<file path="config.mk">
export PLATFORM = sky130hd
export DESIGN_NAME = thr_arb
export DESIGN_NICKNAME = d
export VERILOG_FILES = /design/src/rtl/thr_arb_pkg.sv /design/src/rtl/thr_arb_cfg.sv /design/src/rtl/thr_arb_zone.sv /design/src/rtl/thr_arb_pick.sv /design/src/rtl/thr_arb.sv
export SDC_FILE = /design/constraint.sdc
export NUM_CORES = 1
export LEC_CHECK = 0
export ABC_CLOCK_PERIOD_IN_PS = 3000
export BUFFER_PORTS_ARGS = -buffer_cell sky130_fd_sc_hd__clkbuf_2
export CAP_MARGIN = 5
export CELL_PAD_IN_SITES_DETAIL_PLACEMENT = 0
export CELL_PAD_IN_SITES_GLOBAL_PLACEMENT = 1
export CORE_MARGIN = 2
export CORE_UTILIZATION = 41
export DETAILED_ROUTE_END_ITERATION = 10
export MAX_ROUTING_LAYER = met4
export PLACE_DENSITY = 0.8
export SLEW_MARGIN = 20
export SYNTH_ARGS = -nofsm -noshare
export SYNTH_HDL_FRONTEND = slang
export SYNTH_SLANG_ARGS = --single-unit
</file>
<file path="constraint.sdc">
create_clock -name clk -period 3 [get_ports clk]
set_input_delay 0.6 -clock clk [delete_from_list [all_inputs] [get_ports clk]]
set_output_delay 0.6 -clock clk [all_outputs]
set_load 0.01 [all_outputs]
</file>
<file path="src/rtl/thr_arb_pkg.sv">
package thr_arb_pkg;

  localparam int PRIO_W = 7;
  localparam int PCT_W  = 7;
  localparam int LVL_W  = 2;

  typedef struct packed {
    logic [PRIO_W-1:0] prio;
    logic [PCT_W-1:0]  cpu;
    logic [LVL_W-1:0]  gpu;
  } thr_set_t;

endpackage

</file>
<file path="src/rtl/thr_arb_cfg.sv">
module thr_arb_cfg
  import thr_arb_pkg::*;
#(
  parameter int N_EV     = 4,
  parameter int TEMP_W   = 18,
  parameter int ADDR_W   = 3,
  parameter int DATA_W   = 32,
  parameter int PRIO_MAX = 100,
  parameter int PCT_MAX  = 100
) (
  input  logic                      clk,
  input  logic                      rst_n,
  input  logic                      we,
  input  logic [ADDR_W-1:0]         addr,
  input  logic [DATA_W-1:0]         wdata,
  output thr_set_t [N_EV-1:0]       sets_o,
  output logic [1:0][TEMP_W-1:0]    thr_o
);

  localparam logic [PRIO_W-1:0] PRIO_CAP = PRIO_W'(PRIO_MAX);
  localparam logic [PCT_W-1:0]  PCT_CAP  = PCT_W'(PCT_MAX);

  // clamp the incoming fields once
  logic [PRIO_W-1:0] w_prio;
  logic [PCT_W-1:0]  w_cpu;
  thr_set_t          w_set;

  always_comb begin
    w_prio = (wdata[PRIO_W-1:0] > PRIO_CAP) ? PRIO_CAP : wdata[PRIO_W-1:0];
    w_cpu  = (wdata[8+PCT_W-1:8] > PCT_CAP) ? PCT_CAP : wdata[8+PCT_W-1:8];
    w_set  = '{prio: w_prio, cpu: w_cpu, gpu: wdata[16+LVL_W-1:16]};
  end

  thr_set_t [N_EV-1:0] sets_q, sets_d;

  for (genvar g = 0; g < N_EV; g++) begin : g_ev
    logic sel;
    assign sel = we && (addr == ADDR_W'(g));

    always_comb begin
      sets_d[g] = sets_q[g];
      if (sel) sets_d[g] = w_set;
    end

    always_ff @(posedge clk or negedge rst_n) begin
      if (!rst_n)   sets_q[g] <= '0;
      else if (sel) sets_q[g] <= sets_d[g];
    end

    // stored priority and depth never exceed their ceilings
    assert_prio_clamped_R1: assert property (@(posedge clk) disable iff (!rst_n)
      (sets_q[g].prio <= PRIO_CAP) && (sets_q[g].cpu <= PCT_CAP));
  end

  logic [1:0][TEMP_W-1:0] thr_q, thr_d;
  logic [1:0]             thr_sel;

  for (genvar z = 0; z < 2; z++) begin : g_thr
    assign thr_sel[z] = we && (addr == ADDR_W'(N_EV + z));

    always_comb begin
      thr_d[z] = thr_q[z];
      if (thr_sel[z]) thr_d[z] = wdata[TEMP_W-1:0];
    end

    always_ff @(posedge clk or negedge rst_n) begin
      if (!rst_n)          thr_q[z] <= '1;
      else if (thr_sel[z]) thr_q[z] <= thr_d[z];
    end
  end

  assign sets_o = sets_q;
  assign thr_o  = thr_q;

endmodule

</file>
<file path="src/rtl/thr_arb_zone.sv">
module thr_arb_zone #(
  parameter int TEMP_W    = 18,
  parameter int HYST_MDEG = 1000
) (
  input  logic              clk,
  input  logic              rst_n,
  input  logic [TEMP_W-1:0] temp_i,
  input  logic [TEMP_W-1:0] thr_i,
  output logic              hot_o
);

  localparam logic [TEMP_W-1:0] HYST = TEMP_W'(HYST_MDEG);

  logic [TEMP_W-1:0] rel_pt;
  logic              above, below, hot_q, hot_d;

  always_comb begin
    rel_pt = (thr_i > HYST) ? (thr_i - HYST) : '0;
    above  = temp_i > thr_i;
    below  = temp_i < rel_pt;
    hot_d  = hot_q;
    if (above)      hot_d = 1'b1;
    else if (below) hot_d = 1'b0;
  end

  always_ff @(posedge clk or negedge rst_n) begin
    if (!rst_n) hot_q <= 1'b0;
    else        hot_q <= hot_d;
  end

  assign hot_o = hot_q;

  assert_trip_above_R6: assert property (@(posedge clk) disable iff (!rst_n)
    (temp_i > thr_i) |=> hot_q);

  assert_hold_band_R7: assert property (@(posedge clk) disable iff (!rst_n)
    (hot_q && !(temp_i < rel_pt)) |=> hot_q);

  assert_stay_off_R7: assert property (@(posedge clk) disable iff (!rst_n)
    (!hot_q && !(temp_i > thr_i)) |=> !hot_q);

endmodule

</file>
<file path="src/rtl/thr_arb_pick.sv">
module thr_arb_pick
  import thr_arb_pkg::*;
#(
  parameter int N_EV = 4
) (
  input  logic [N_EV-1:0]     act_i,
  input  thr_set_t [N_EV-1:0] sets_i,
  output logic                hit_o,
  output thr_set_t            win_o
);

  logic [PRIO_W-1:0] best;

  // strict compare keeps the lowest index on ties; zero priority never beats zero
  always_comb begin
    best  = '0;
    hit_o = 1'b0;
    win_o = '0;
    for (int i = 0; i < N_EV; i++) begin
      if (act_i[i] && (sets_i[i].prio > best)) begin
        best  = sets_i[i].prio;
        win_o = sets_i[i];
        hit_o = 1'b1;
      end
    end
  end

endmodule

</file>
<file path="src/rtl/thr_arb.sv">
module thr_arb
  import thr_arb_pkg::*;
#(
  parameter int N_OC      = 2,
  parameter int TEMP_W    = 18,
  parameter int HYST_MDEG = 1000,
  parameter int ADDR_W    = 3,
  parameter int DATA_W    = 32,
  parameter int PRIO_MAX  = 100,
  parameter int PCT_MAX   = 100
) (
  input  logic              clk,
  input  logic              rst_n,
  input  logic              cfg_we,
  input  logic [ADDR_W-1:0] cfg_addr,
  input  logic [DATA_W-1:0] cfg_wdata,
  input  logic [TEMP_W-1:0] tz_light_temp,
  input  logic [TEMP_W-1:0] tz_heavy_temp,
  input  logic [N_OC-1:0]   oc_evt,
  output logic              thr_valid,
  output logic [PCT_W-1:0]  thr_cpu_pct,
  output logic [LVL_W-1:0]  thr_gpu_lvl
);

  localparam int N_EV = 2 + N_OC;

  // reset: asserts asynchronously, releases on the clock
  logic rst_meta, rst_sync;
  always_ff @(posedge clk or negedge rst_n) begin
    if (!rst_n) begin
      rst_meta <= 1'b0;
      rst_sync <= 1'b0;
    end else begin
      rst_meta <= 1'b1;
      rst_sync <= rst_meta;
    end
  end

  thr_set_t [N_EV-1:0]    sets;
  logic [1:0][TEMP_W-1:0] thr;

  thr_arb_cfg #(
    .N_EV(N_EV), .TEMP_W(TEMP_W), .ADDR_W(ADDR_W), .DATA_W(DATA_W),
    .PRIO_MAX(PRIO_MAX), .PCT_MAX(PCT_MAX)
  ) u_cfg (
    .clk(clk), .rst_n(rst_sync), .we(cfg_we), .addr(cfg_addr),
    .wdata(cfg_wdata), .sets_o(sets), .thr_o(thr)
  );

  logic [1:0][TEMP_W-1:0] temps;
  logic [1:0]             hot;
  assign temps = {tz_heavy_temp, tz_light_temp};

  for (genvar z = 0; z < 2; z++) begin : g_zone
    thr_arb_zone #(.TEMP_W(TEMP_W), .HYST_MDEG(HYST_MDEG)) u_zone (
      .clk(clk), .rst_n(rst_sync), .temp_i(temps[z]), .thr_i(thr[z]),
      .hot_o(hot[z])
    );
  end

  // event order: light, heavy, then overcurrent lines
  logic [N_EV-1:0] ev_act, ev_en;
  assign ev_act = {oc_evt, hot};
  for (genvar e = 0; e < N_EV; e++) begin : g_en
    assign ev_en[e] = (sets[e].prio != '0);
  end

  logic     hit;
  thr_set_t win;

  thr_arb_pick #(.N_EV(N_EV)) u_pick (
    .act_i(ev_act), .sets_i(sets), .hit_o(hit), .win_o(win)
  );

  logic             valid_d, valid_q;
  logic [PCT_W-1:0] cpu_d, cpu_q;
  logic [LVL_W-1:0] gpu_d, gpu_q;

  always_comb begin
    valid_d = hit;
    cpu_d   = hit ? win.cpu : '0;
    gpu_d   = hit ? win.gpu : '0;
  end

  always_ff @(posedge clk or negedge rst_n) begin
    if (!rst_n) begin
      valid_q <= 1'b0;
      cpu_q   <= '0;
      gpu_q   <= '0;
    end else if (!rst_sync) begin
      valid_q <= 1'b0;
      cpu_q   <= '0;
      gpu_q   <= '0;
    end else begin
      valid_q <= valid_d;
      cpu_q   <= cpu_d;
      gpu_q   <= gpu_d;
    end
  end

  assign thr_valid   = valid_q;
  assign thr_cpu_pct = cpu_q;
  assign thr_gpu_lvl = gpu_q;

  assert_idle_zero_R5: assert property (@(posedge clk) disable iff (!rst_sync)
    !thr_valid |-> (thr_cpu_pct == '0 && thr_gpu_lvl == '0));

  assert_valid_on_R8: assert property (@(posedge clk) disable iff (!rst_sync)
    (|(ev_act & ev_en)) |=> thr_valid);

  assert_valid_off_R4: assert property (@(posedge clk) disable iff (!rst_sync)
    !(|(ev_act & ev_en)) |=> !thr_valid);

  assert_cpu_range_R1: assert property (@(posedge clk) disable iff (!rst_sync)
    thr_cpu_pct <= PCT_W'(PCT_MAX));

endmodule

</file>
== After elaboration in Yosys (flattened, before gate mapping) ==
Cells that the tools add are included.

* Register bits: 114
* Bits in latches: 0
* Memory bits (writable): 0
* Memory bits (read-only): 0
* Input port bits: 76
* Output and inout port bits: 10
* Word-level logic and storage cells: 77
* Memories: 0

* Add/sub/neg operators: 2
* $mul: 0
* Divide/modulo/power cells: 0
* Order comparisons: 12
* Eq/ne operators: 5
* Shift-type cells: 0
* Muxes and demuxes: 24
* Bitwise operators: 0
* Reductions and logical operators: 13

{| class="wikitable"
|+ Operator list
! kind !! number
|-
| two-way mux 7 bit || 7
|-
| > comparator 18 x 10 -> 1 bit (second input constant) || 2
|-
| > comparator 18 bit || 2
|-
| less-than comparator 18 bit || 2
|-
| two-way mux 18 bit || 2
|-
| two-way mux 9 bit || 4
|-
| subtractor 18 x 10 -> 18 bit (second input constant) || 2
|-
| > comparator 7 bit || 3
|-
| > comparator 7 bit (second input constant) || 2
|-
| logical AND 1 bit || 10
|-
| two-way mux 1 bit || 9
|-
| > comparator 7 x 1 -> 1 bit (second input constant) || 1
|-
| equality test 3 x 2 -> 1 bit (second input constant) || 2
|-
| equality test 3 bit (second input constant) || 2
|-
| two-way mux 2 bit || 2
|-
| nonzero test 2 bit || 2
|-
| equality test 3 x 1 -> 1 bit (second input constant) || 1
|-
| logical NOT 3 bit || 1
|}

== Logic depth before layout (Yosys ltp) ==
* Depth in word-level cells: 14
* Mapped depth: 25
* Depth with buffers taken out: 20

== Modules after synthesis ==
A second synthesis with hierarchy kept.

* Cells, all modules: 830
* Area total of the unflattened synthesis: 8055.2 sq um

{| class="wikitable"
|+ By module, submodules not included
! module !! instances !! cells an instance !! area each (sq um) !! seq. area each (sq um)
|-
| thr_arb_cfg || 1 || 280 || 3846.2 || 2547.4
|-
| thr_arb_pick || 1 || 202 || 1465.2 || 0.0
|-
| thr_arb_zone (g_zone[1].u_zone) || 1 || 161 || 1193.6 || 25.0
|-
| thr_arb_zone (g_zone[0].u_zone) || 1 || 164 || 1182.4 || 25.0
|-
| thr_arb || 1 || 23 || 367.9 || 300.3
|}

== Worst setup path after synthesis ==
No wires, ideal clock.

* Path kind: reg-to-reg
* From: register g_zone[0].u_zone.hot_q
* To: register cpu_q[0], in the netlist thr_cpu_pct[0]
* Data arrival time: 4.487 ns
* Data required time: 2.871 ns
* Setup slack: -1.617 ns
* Cell stages (with the launch flop): 24
* Buffers on the path: 4
* Cells stage by stage: dfrtp_1 clkbuf_1 nand2_1 ha_1 nand4_1 a21oi_1 o221a_2 buf_2 nor2_1 a21oi_1 ha_1 a211oi_1 nor2_1 o31a_1 buf_4 mux2_2 ha_1 a211oi_1 nor2_1 o31ai_1 clkbuf_1 nand2_1 o22ai_1 a211oi_1

* Word-level cells in the longest chain between the ends: 13
* Elaborated cells on any way between the ends: 20
* Classes of those cells: 3 x order compare; 13 x mux; 4 x reduce/logical

{| class="wikitable"
|+ Ends and longest elaborated chain
! element !! RTL line !! text
|-
| start: declaration || thr_arb_zone.sv:15 || <nowiki>logic above, below, hot_q, hot_d;</nowiki>
|-
| start signal: assignment || thr_arb_zone.sv:28 || <nowiki>else hot_q <= hot_d;</nowiki>
|-
| logical AND 1 bit (*) || thr_arb_pick.sv:20 || <nowiki>if (act_i[i] && (sets_i[i].prio > best)) begin</nowiki>
|-
| two-way mux 7 bit || thr_arb_pick.sv:20 ||
|-
| > comparator 7 bit || thr_arb_pick.sv:20 ||
|-
| logical AND 1 bit || thr_arb_pick.sv:20 ||
|-
| two-way mux 7 bit || thr_arb_pick.sv:20 ||
|-
| > comparator 7 bit || thr_arb_pick.sv:20 ||
|-
| logical AND 1 bit || thr_arb_pick.sv:20 ||
|-
| two-way mux 7 bit || thr_arb_pick.sv:20 ||
|-
| > comparator 7 bit || thr_arb_pick.sv:20 ||
|-
| logical AND 1 bit || thr_arb_pick.sv:20 ||
|-
| two-way mux 9 bit or two-way mux 1 bit (tied branches) || thr_arb_pick.sv:20 ||
|-
| two-way mux 7 bit (*) || thr_arb.sv:81 || <nowiki>cpu_d = hit ? win.cpu : '0;</nowiki>
|-
| two-way mux 7 bit (*) || thr_arb.sv:90 || <nowiki>end else if (!rst_sync) begin</nowiki>
|-
| end signal: assignment || thr_arb.sv:96 || <nowiki>cpu_q <= cpu_d;</nowiki>
|-
| end: declaration || thr_arb.sv:76 || <nowiki>logic [PCT_W-1:0] cpu_d, cpu_q;</nowiki>
|}

Every way passes the cells marked *; elsewhere a longest branch is shown, timed or not.
A chain may end at the register's enable or synchronous reset.

== Worst setup path in the final report ==
* From: register g_zone[0].u_zone.hot_q
* To: register gpu_q[0], in the netlist thr_gpu_lvl[0]

* Word-level cells in the longest chain between the ends: 13
* Elaborated cells on any way between the ends: 20
* Classes of those cells: 3 x order compare; 13 x mux; 4 x reduce/logical

{| class="wikitable"
|+ Ends and longest elaborated chain
! element !! RTL line !! text
|-
| logical AND 1 bit (*) || thr_arb_pick.sv:20 ||
|-
| two-way mux 7 bit || thr_arb_pick.sv:20 ||
|-
| > comparator 7 bit || thr_arb_pick.sv:20 ||
|-
| logical AND 1 bit || thr_arb_pick.sv:20 ||
|-
| two-way mux 7 bit || thr_arb_pick.sv:20 ||
|-
| > comparator 7 bit || thr_arb_pick.sv:20 ||
|-
| logical AND 1 bit || thr_arb_pick.sv:20 ||
|-
| two-way mux 7 bit || thr_arb_pick.sv:20 ||
|-
| > comparator 7 bit || thr_arb_pick.sv:20 ||
|-
| logical AND 1 bit || thr_arb_pick.sv:20 ||
|-
| two-way mux 9 bit or two-way mux 1 bit (tied branches) || thr_arb_pick.sv:20 ||
|-
| two-way mux 2 bit (*) || thr_arb.sv:82 || <nowiki>gpu_d = hit ? win.gpu : '0;</nowiki>
|-
| two-way mux 2 bit (*) || thr_arb.sv:90 ||
|-
| end signal: assignment || thr_arb.sv:97 || <nowiki>gpu_q <= gpu_d;</nowiki>
|-
| end: declaration || thr_arb.sv:77 || <nowiki>logic [LVL_W-1:0] gpu_d, gpu_q;</nowiki>
|}

Marked as above.

==> reports/summary.txt <==
Clock root cell: clkbuf_16
Placed cells: 1131
Placed cell area: 8597 µm²
Pwr dens: 788.6 nW/µm²
WP data arrival: 4.86 ns
Global Route Usage Sum: 22.09%
Post-synth EDFFs: 0
Sink Count: 114
Routed Antenna Nets: 0
Die area: 18990 µm²
Largest net degree at the start of global routing: 47
Worst setup endpoint: thr_gpu_lvl[0]
Worst-Skew Late Latency: 0.42 ns
LEAKAGE: 0.004513 µW
Pre-Repair DR Iteration Count: 4
Syn Inst Count: 775
Layout cells sized above 1: 37.82%
Post-layout nets: 1108
Hold crit path type: in2async
Worst r2r src: g_zone[0].u_zone.hot_o
Global-route wire length before repair: 31.52 mm
Fin worst setup slack: -1.538 ns
Post-Place Setup Slack: -1.706 ns
Fin crit share: 151.3%
Critical Path Sink Type: flip-flop
Maxcap violations: 0
Minimum clock period: 4.538 ns
Grt total ovfl: 0
Setup violators final: 11
Hold_buf cts: 0
RSZ-0062 raised after global routing: true
CP Max Fanout: 8
Fmax: 220.3 MHz
Ant. Diodes: 0
Clock tree from TritonCTS: built
Layout filler cell count: 1596
Placer Congestion: 0.8656
Rows: 48
Core area: 17420 µm²
Peak VDD IR: 0.4388 mV
Most frequent cell after synthesis: nand2_1
FF-to-FF path depth: 21
Post-synthesis cell type count: 47
Failing checks: negative setup slack
Main synth FF type: dfrtp_1
Cell Area, Synth: 7342 µm²
IO Count: 86
Non-Filler Instances: 1177
Die height: 137.8 µm
Final slew viol count: 0
CTS Buf Count: 17
Fin. Hold Viols: 0
Crit Reg-Reg Endpoint: thr_gpu_lvl[0]
Number of global-route vias before repair: 6228
Vias: 6189
Clock-pin slew of the registers on the worst-case setup and hold paths: 0.06 ns
Die span in x: 137.8 µm
WL/cell: 16.39 µm
Seq/Total Area, Yosys: 39.47%
Area leader, netlist: dfrtp_1
Routed Wire Length: 19.30 mm
Setup Skew: 0.01512 ns
Outcome: finished, violations left
DRC Markers: 0
Finished Core Util: 55.58%
Critical Path Source: g_zone[0].u_zone.hot_o
Async SR Flop Fraction: 100.0%
Post-synth top area share: 26.58%
H-Tree Depth: 4
Synth Net Count: 944
CP Class: reg2reg
Area Growth Syn to Fin: 31.85%
Initial Utilization: 42.16%
Clk buf depth: 2
R2R setup slack: -1.54 ns
Initial DRC Count: 309
Max-slew headroom: 37.54%
Worst-Margin Slew: 0.9343 ns
Required time of the critical path: 3.32 ns
Most frequent cells after synthesis: nand2_1 (118), ha_1 (93), dfrtp_1 (78), o21ai_0 (74), a21oi_1 (51)
Design Area, Final: 9681 µm²
Initial antenna violation count: 0
Drt via density: 5.258
FF+latch count, synth: 114
Worst Setup Start Kind: flip-flop
Top post-synthesis cells by area: dfrtp_1 (27%), ha_1 (16%), dfstp_2 (13%), mux2_2 (7.7%), nand2_1 (6.0%)
Synth warnings: 0
Port bufs: 71
DP Wirelength: 14.49 mm
Synthesized area per cell: 9.474 µm²
critical path, stage by stage, from the launching register on:
cell      delay [ns]
dfrtp_2         0.48
nand2_2         0.11
ha_4            0.28
nand4_1         0.15
buf_4           0.19
o221a_4         0.34
nor2_4          0.13
a21oi_2         0.05
ha_1            0.32
a211oi_2        0.18
nor2_1          0.08
o31a_1          0.26
buf_6           0.14
mux2_4          0.31
ha_4            0.27
nand4_1         0.16
a21oi_2         0.17
o31ai_2         0.09
buf_4           0.15
nor2b_4         0.15
a21bo_4         0.24
a211oi_1        0.18
layer usage:
layer / share of wire (%) / routed length (µm) / GRT usage [%] / up-vias
met2: 48 / 9214 / 34.72 / 99
li1: - / - / - / 3110
met1: 48 / 9204 / 30.13 / 2960
met5: 0 / 0 / - / -
met3: 3.4 / 658 / 3.274 / 20
met4: 1.1 / 219 / 5.499 / 0
sequential cells by signal, summed over array words and instances, names as in the netlist:
signal and cells:
rst_meta 1, u_cfg.thr_o 36, thr_gpu_lvl 2, g_zone.u_zone.hot_o 2, rst_sync 1, thr_valid 1
u_cfg.sets_o 64, thr_cpu_pct 7
worst min-delay path by stage:
stage / end / startpoint
global placement: u_cfg.sets_o[52] / rst_sync
CTS: rst_sync / rst_n
finish: rst_sync / rst_n
floorplan: rst_meta / rst_n
global route: rst_sync / rst_n
detailed placement: u_cfg.sets_o[52] / rst_sync
layout by cell type (no fill, tap or decap), types with 7 or more instances in the layout:
cell,count
nand4_1,13
and3_1,14
nor2_1,19
inv_1,47
o21ai_0,68
buf_4,88
nor3_1,11
a21oi_1,38
a21oi_2,12
dfrtp_1,76
nand2_1,105
clkbuf_16,17
a21o_1,14
nand3_1,14
dfstp_2,36
ha_1,76
xnor2_1,21
a211oi_1,11
mux2_2,48
ha_4,15
buf_6,7
nor2b_1,11
nand2_2,8
clkbuf_2,71
o22ai_1,9
cell type report:
| class | count | area [µm²] | share of cell area, % |
|---|---|---|---|
| well taps | 225 | 281.5 | 2.908 |
| inverters | 48 | 180.2 | 1.861 |
| repair buffers | 166 | 1095 | 11.31 |
| multi-input cells | 592 | 4684 | 48.39 |
| clock buffers | 19 | 432.9 | 4.472 |
| flip-flops and latches | 114 | 2903 | 29.99 |
| clock inverters | 13 | 103.9 | 1.073 |
logic make-up (layout without fill, tap and decap cells):
logic type | Yosys count | after routing | share of synthesized area, %
other cells | 1 | 1 | 0.05108
fa+ha+maj | 93 | 93 | 15.85
simple gates | 235 | 235 | 15.32
compound gates | 188 | 190 | 15.13
mux | 51 | 51 | 7.805
xor+xnor | 22 | 22 | 2.624
flops | 114 | 114 | 39.47
buf+inv | 71 | 246 | 3.749
metrics by stage:
step	setup TNS (ns)	power, µW	hold WS [ns]
floorplan	-12.72	4192	0.3044
global placement	-16.16	5099	0.2963
detailed placement	-17.33	5165	0.2992
CTS	-14.32	7423	0.06061
global route	-17.22	8199	0.07437
finish	-15.21	7634	0.05377
repair_timing:
action / 4_1_cts / 5_1_grt
pin swaps: 22 / 22
setup buffers: 7 / 4
gates cloned: 3 / 0
endpoints found under the setup margin: 11 / 12
hold endpoints to repair: 0 / 0
resized for setup: 51 / 35
power breakdown:
group          internal, µW  switching [µW]
registers              1950             270
clock network          1070             772
logic                  1770            1800
Note: power is estimated with default switching activity, not from simulation.
